--- config.mk ---
export PLATFORM = sky130hd
export DESIGN_NAME = segxlate_top
export DESIGN_NICKNAME = d
export VERILOG_FILES = /design/src/rtl/segxlate_pkg.sv /design/src/rtl/segxlate_table.sv /design/src/rtl/segxlate_check.sv /design/src/rtl/segxlate_top.sv
export SDC_FILE = /design/constraint.sdc
export NUM_CORES = 1
export LEC_CHECK = 0
export BUFFER_PORTS_ARGS = -buffer_cell sky130_fd_sc_hd__buf_2
export CAP_MARGIN = 20
export CORE_UTILIZATION = 40
export CTS_BUF_LIST = sky130_fd_sc_hd__clkbuf_8
export DETAILED_ROUTE_END_ITERATION = 10
export GPL_ROUTABILITY_DRIVEN = 1
export GPL_TIMING_DRIVEN = 0
export PLACE_DENSITY = 0.58
export SLEW_MARGIN = 0
export SYNTH_ARGS = -nofsm -noshare
export SYNTH_HDL_FRONTEND = slang
export SYNTH_SLANG_ARGS = --single-unit
export TNS_END_PERCENT = 100
--- constraint.sdc ---
create_clock -name clk -period 6.9 [get_ports clk]
set_clock_uncertainty 0.2 [all_clocks]
set_input_delay 0 -clock clk [delete_from_list [all_inputs] [get_ports clk]]
set_output_delay 0 -clock clk [all_outputs]
set_load 0.02 [all_outputs]
--- src/rtl/segxlate_pkg.sv ---
package segxlate_pkg;

  typedef enum logic [1:0] {
    ACC_RD  = 2'd0,
    ACC_WR  = 2'd1,
    ACC_EX  = 2'd2,
    ACC_RSV = 2'd3
  } acc_e;

  typedef enum logic [2:0] {
    CAUSE_NONE  = 3'd0,
    CAUSE_RANGE = 3'd1,
    CAUSE_ABSNT = 3'd2,
    CAUSE_LIMIT = 3'd3,
    CAUSE_PERM  = 3'd4
  } cause_e;

  localparam int PERM_W   = 3;
  localparam int PERM_RD  = 0;
  localparam int PERM_WR  = 1;
  localparam int PERM_EX  = 2;

endpackage

--- src/rtl/segxlate_table.sv ---
module segxlate_table
  import segxlate_pkg::*;
#(
  parameter int SEG_W = 3,
  parameter int OFF_W = 12,
  parameter int PA_W  = 16
) (
  input  logic              clk,
  input  logic              rst,
  input  logic              wr_en,
  input  logic [SEG_W-1:0]  wr_idx,
  input  logic [PA_W-1:0]   wr_base,
  input  logic [OFF_W:0]    wr_limit,
  input  logic              wr_valid,
  input  logic [PERM_W-1:0] wr_perm,
  input  logic [SEG_W-1:0]  rd_idx,
  output logic [PA_W-1:0]   rd_base,
  output logic [OFF_W:0]    rd_limit,
  output logic              rd_valid,
  output logic [PERM_W-1:0] rd_perm
);
  localparam int NUM_SEG = 1 << SEG_W;

  // Data fields: plain storage, no reset, written like distributed RAM.
  logic [PA_W-1:0]   base_mem  [NUM_SEG];
  logic [OFF_W:0]    limit_mem [NUM_SEG];
  logic [PERM_W-1:0] perm_mem  [NUM_SEG];
  // Present flags: cleared by reset so an unloaded table refuses everything.
  logic [NUM_SEG-1:0] valid_q;

  always_ff @(posedge clk) begin
    if (wr_en) begin
      base_mem[wr_idx]  <= wr_base;
      limit_mem[wr_idx] <= wr_limit;
      perm_mem[wr_idx]  <= wr_perm;
    end
  end

  generate
    for (genvar g = 0; g < NUM_SEG; g++) begin : g_vld
      always_ff @(posedge clk) begin
        if (rst)
          valid_q[g] <= 1'b0;
        else if (wr_en && (wr_idx == SEG_W'(g)))
          valid_q[g] <= wr_valid;
      end
    end
  endgenerate

  // Asynchronous read: the lookup sees contents before any same-edge write.
  assign rd_base  = base_mem[rd_idx];
  assign rd_limit = limit_mem[rd_idx];
  assign rd_perm  = perm_mem[rd_idx];
  assign rd_valid = valid_q[rd_idx];

endmodule

--- src/rtl/segxlate_check.sv ---
module segxlate_check
  import segxlate_pkg::*;
#(
  parameter int SEG_W = 3,
  parameter int OFF_W = 12,
  parameter int PA_W  = 16
) (
  input  logic [SEG_W-1:0]  seg,
  input  logic [OFF_W-1:0]  off,
  input  logic [1:0]        acc,
  input  logic [SEG_W:0]    seg_count,
  input  logic [PA_W-1:0]   ent_base,
  input  logic [OFF_W:0]    ent_limit,
  input  logic              ent_valid,
  input  logic [PERM_W-1:0] ent_perm,
  output logic              trap,
  output cause_e            cause,
  output logic [PA_W-1:0]   paddr
);
  logic out_of_range;
  logic absent;
  logic over_limit;
  logic denied;

  always_comb begin
    out_of_range = ({1'b0, seg} >= seg_count);
    absent       = !ent_valid;
    over_limit   = ({1'b0, off} >= ent_limit);
    unique case (acc_e'(acc))
      ACC_RD:  denied = !ent_perm[PERM_RD];
      ACC_WR:  denied = !ent_perm[PERM_WR];
      ACC_EX:  denied = !ent_perm[PERM_EX];
      default: denied = 1'b1;
    endcase
  end

  // Fixed priority: range, absent, limit, permission.
  always_comb begin
    if (out_of_range)    cause = CAUSE_RANGE;
    else if (absent)     cause = CAUSE_ABSNT;
    else if (over_limit) cause = CAUSE_LIMIT;
    else if (denied)     cause = CAUSE_PERM;
    else                 cause = CAUSE_NONE;
  end

  assign trap  = (cause != CAUSE_NONE);
  assign paddr = trap ? '0 : (ent_base + PA_W'(off));

endmodule

--- src/rtl/segxlate_top.sv ---
module segxlate_top
  import segxlate_pkg::*;
#(
  parameter int SEG_W = 3,
  parameter int OFF_W = 12,
  parameter int PA_W  = 16
) (
  input  logic              clk,
  input  logic              rst,
  input  logic              cfg_tbl_we,
  input  logic [SEG_W-1:0]  cfg_idx,
  input  logic [PA_W-1:0]   cfg_base,
  input  logic [OFF_W:0]    cfg_limit,
  input  logic              cfg_valid,
  input  logic [2:0]        cfg_perm,
  input  logic              cfg_cnt_we,
  input  logic [SEG_W:0]    cfg_cnt,
  input  logic              req_valid,
  input  logic [SEG_W-1:0]  req_seg,
  input  logic [OFF_W-1:0]  req_off,
  input  logic [1:0]        req_acc,
  output logic              rsp_valid,
  output logic              rsp_trap,
  output logic [2:0]        rsp_cause,
  output logic [PA_W-1:0]   rsp_paddr
);
  logic [SEG_W:0]    seg_count_q;
  logic [PA_W-1:0]   e_base;
  logic [OFF_W:0]    e_limit;
  logic              e_valid;
  logic [PERM_W-1:0] e_perm;
  logic              c_trap;
  cause_e            c_cause;
  logic [PA_W-1:0]   c_paddr;

  always_ff @(posedge clk) begin
    if (rst)
      seg_count_q <= '0;
    else if (cfg_cnt_we)
      seg_count_q <= cfg_cnt;
  end

  segxlate_table #(.SEG_W(SEG_W), .OFF_W(OFF_W), .PA_W(PA_W)) table_i (
    .clk      (clk),
    .rst      (rst),
    .wr_en    (cfg_tbl_we),
    .wr_idx   (cfg_idx),
    .wr_base  (cfg_base),
    .wr_limit (cfg_limit),
    .wr_valid (cfg_valid),
    .wr_perm  (cfg_perm),
    .rd_idx   (req_seg),
    .rd_base  (e_base),
    .rd_limit (e_limit),
    .rd_valid (e_valid),
    .rd_perm  (e_perm)
  );

  segxlate_check #(.SEG_W(SEG_W), .OFF_W(OFF_W), .PA_W(PA_W)) check_i (
    .seg       (req_seg),
    .off       (req_off),
    .acc       (req_acc),
    .seg_count (seg_count_q),
    .ent_base  (e_base),
    .ent_limit (e_limit),
    .ent_valid (e_valid),
    .ent_perm  (e_perm),
    .trap      (c_trap),
    .cause     (c_cause),
    .paddr     (c_paddr)
  );

  // Single output register stage.
  always_ff @(posedge clk) begin
    if (rst) begin
      rsp_valid <= 1'b0;
      rsp_trap  <= 1'b0;
      rsp_cause <= 3'd0;
      rsp_paddr <= '0;
    end else begin
      rsp_valid <= req_valid;
      if (req_valid) begin
        rsp_trap  <= c_trap;
        rsp_cause <= c_cause;
        rsp_paddr <= c_paddr;
      end else begin
        rsp_trap  <= 1'b0;
        rsp_cause <= 3'd0;
        rsp_paddr <= '0;
      end
    end
  end

endmodule

==> reports/metrics.cfg <==
[global_route]
grt_use_total_pct = 18.4
overflow = 0
grt_util_met1_pct = 23.9
grt_max_degree = 23
grt_pass1_vias = 7307
grt_first_pass_wirelength_um = 41200
use_met3_pct = 3.91
grtUsageMet2_pct = 30.5
antenna_found_initial = 1
grt_most_used_layer = met2

[routing]
viasPerCell = 5.23
detail_route.first_pass.iterations = 5
ant_nets = 0
drt_wl_total_um = 27000
drt-initial-drc-count = 452
routed-via-count = 6546
routedWlPerCell_um = 21.6
drc_errors = 0

[synthesis]
synth_top_area_share_pct = 65.9
yosys_warnings = 0
synth_area_leaders = edfxtp_1, mux4_2, dfxtp_1
ys_seq_area_share_pct = 71.6
synth_seq_cells = 289
syn-num-nets = 692
syn_area_per_cell_um2 = 19.4
synthCells = 602
yosysTopAreaCell = edfxtp_1
synthFlopType = edfxtp_1
synthDistinctLibCells = 47
synth_edf_count = 256
synth_commonest_cells = edfxtp_1, mux4_2, dfxtp_1
async_flop_share_pct = 0
yosysMostFrequentCell = edfxtp_1
synthesis.area_um2 = 11700

[pwr]
leakage_nw = 5.17
totalPowerFinal_mw = 3.82
power_per_cell_area_nw_per_um2 = 263
ir_drop_mv = 0.141

[critical_path]
r2r_start = table_i.base_mem[3][1]
startpoint_type = input port
critPathMaxFanout = 10
timing.setup.critical_path_class = in -> reg
r2r_slack_ns = 2.66
worstRegToRegCells = 12
cp-end-kind = flop
r2r_end = rsp_paddr[9]
cp.arrival_ns = 5.76
required_ns = 7.19

[clocking]
clk_latency_ns = 0.56
numCtsBuffers = 49
post_cts_buffers = 0
clock-sinks = 289
cts-hold-fix-buffers = 79
clockRootBuffer = clkbuf_8
htreeDepth = 2
cts_tree = done
cts-resized-gates = 0
cts.clk_slew.worst_paths_ns = 0.06
clk_path_buf_depth = 3

[floorplan]
fp-row-count = 62
io_pins = 83
die_y_um = 173
die_width_um = 173
core_um2 = 28700
start_util_pct = 40.6
design.die.area_um2 = 29800

[timing]
fin_crit_ns = 5.47
rsz0062_at_grt = false
max_freq_mhz = 183
fin_crit_sh_pct = 79.2
timing.slew.headroom_pct = 29.2
hold_viol = 0
worst_slack_ns = 1.43
slew_violations = 0
tightestPinTransition_ns = 1.06
finalSetupViolations = 0
finalSetupTns_ns = 0
hold_ws_ns = 0.0375

[placed_design]
io_buffers = 79
gp_congestion = 0.796
dpl.hpwl_um = 17700
dpl-instance-area_um2 = 12800
dpl_worst_slack_ns = 2.02

[cells_and_area]
final_cell_area_um2 = 14600
layout-drive-gt1-share_pct = 30.0
area_delta_synth_final_pct = 24.9
fin_nets = 915

[min_path]
hold_end = table_i.base_mem[3][15]
worstHoldStart = cfg_base[15]
hold_class = in -> reg
hold_depth = 2

[run_status]
status = complete, no violations

[flow_run]
maxCapViolations = 0

logic make-up (layout without fill, tap and decap cells):
logic type,Yosys count,after routing,synth area share [%]
XOR/XNOR,8,8,0.601
flip-flops,289,289,71.6
adder cells (fa/ha/maj),28,28,3.07
buffers and inverters,35,299,1.47
other,0,1,0
AND/OR/NAND/NOR,71,71,3.04
AO/OA/AOI/OAI,66,66,3.91
multiplexers,105,105,16.3
how the worst max path moves through the flow:
| stage | start | end | slack (ns) |
|---|---|---|---|
| CTS | req_seg[2] | rsp_paddr[9] | 1.48 |
| floorplan | req_seg[0] | rsp_paddr[10] | 3.46 |
| detailed placement | req_seg[1] | rsp_paddr[10] | 2.02 |
| global placement | cfg_tbl_we | table_i.valid_q[4] | 0.90 |
| finish | req_seg[2] | rsp_paddr[9] | 1.43 |
| global route | req_seg[2] | rsp_paddr[9] | 1.22 |
sequential cells by signal (all words and copies together), names as in the netlist:
register	flops
table_i.base_mem	128
seg_count_q	4
rsp_paddr	16
table_i.limit_mem	104
rsp_cause	3
table_i.valid_q	8
table_i.perm_mem	24
rsp_valid	1
rsp_trap	1
report_power, final:
group	switching (mW)	total, mW	leakage (nW)	internal [mW]
clock network	0.669	1.49	0.558	0.821
logic	0.187	0.362	2.02	0.175
registers	0.0127	1.97	2.59	1.96
total	0.868	3.82	5.17	2.95
area by class of cell:
| type | instances | area [um2] |
|---|---|---|
| clock buffer | 53 | 729 |
| timing repair buffer | 172 | 1390 |
| buffer | 24 | 130 |
| multi-input combinational | 278 | 3200 |
| antenna | 1 | 2.50 |
| sequential | 289 | 8350 |
| inverter | 11 | 41.3 |
| clock inverter | 39 | 239 |
| tap | 384 | 480 |
| fill | 2395 | 14100 |
critical path, stage by stage:
cell and delay [ns]:
dlygate4sd3_1 0.52, buf_2 0.12, clkbuf_1 0.43, buf_1 0.76
clkbuf_1 0.64, mux2i_1 0.38, inv_1 0.08, ha_1 0.29
a211oi_1 0.32, o21ba_2 0.24, a211oi_1 0.12, o21ai_0 0.28
nand3_1 0.11, dlygate4sd3_1 0.57, a211oi_1 0.28, dlygate4sd3_1 0.61
stage by stage:
step / utilization, % / std cells
2_1_floorplan: - / 602
5_1_grt: 50.7 / 1251
3_5_place_dp: 44.6 / 1079
3_3_place_gp: 43.7 / 1065
6_report: 50.7 / 1251
4_1_cts: 50.7 / 1250
metal layers:
metal  part of all wire [%]  routed length [um]  up-vias
li1                       -                   -     2921
met1                     43               11600     3378
met2                     49               13300      183
met3                    5.2                1410       64
met4                    2.7                 730        0
met5                      0                   0        -
cells in the final DEF, fill, tap and decap left out, types with 7 or more instances in the layout:
master           n
mux2_2          15
buf_6           10
clkbuf_8        53
dfxtp_1         33
mux4_2          64
a211oi_1         7
o21ai_0         17
a21o_1           9
ha_1            27
clkbuf_1        10
inv_1           29
a21oi_1         13
nor2_1          16
dlygate4sd3_1   79
buf_2           87
clkinv_1        12
nand2_1          9
mux2i_1         24
edfxtp_1       256
o21a_1           7
nand2b_1         8
nor3_1          11
No activity file was read; power rests on OpenSTA's default activity.
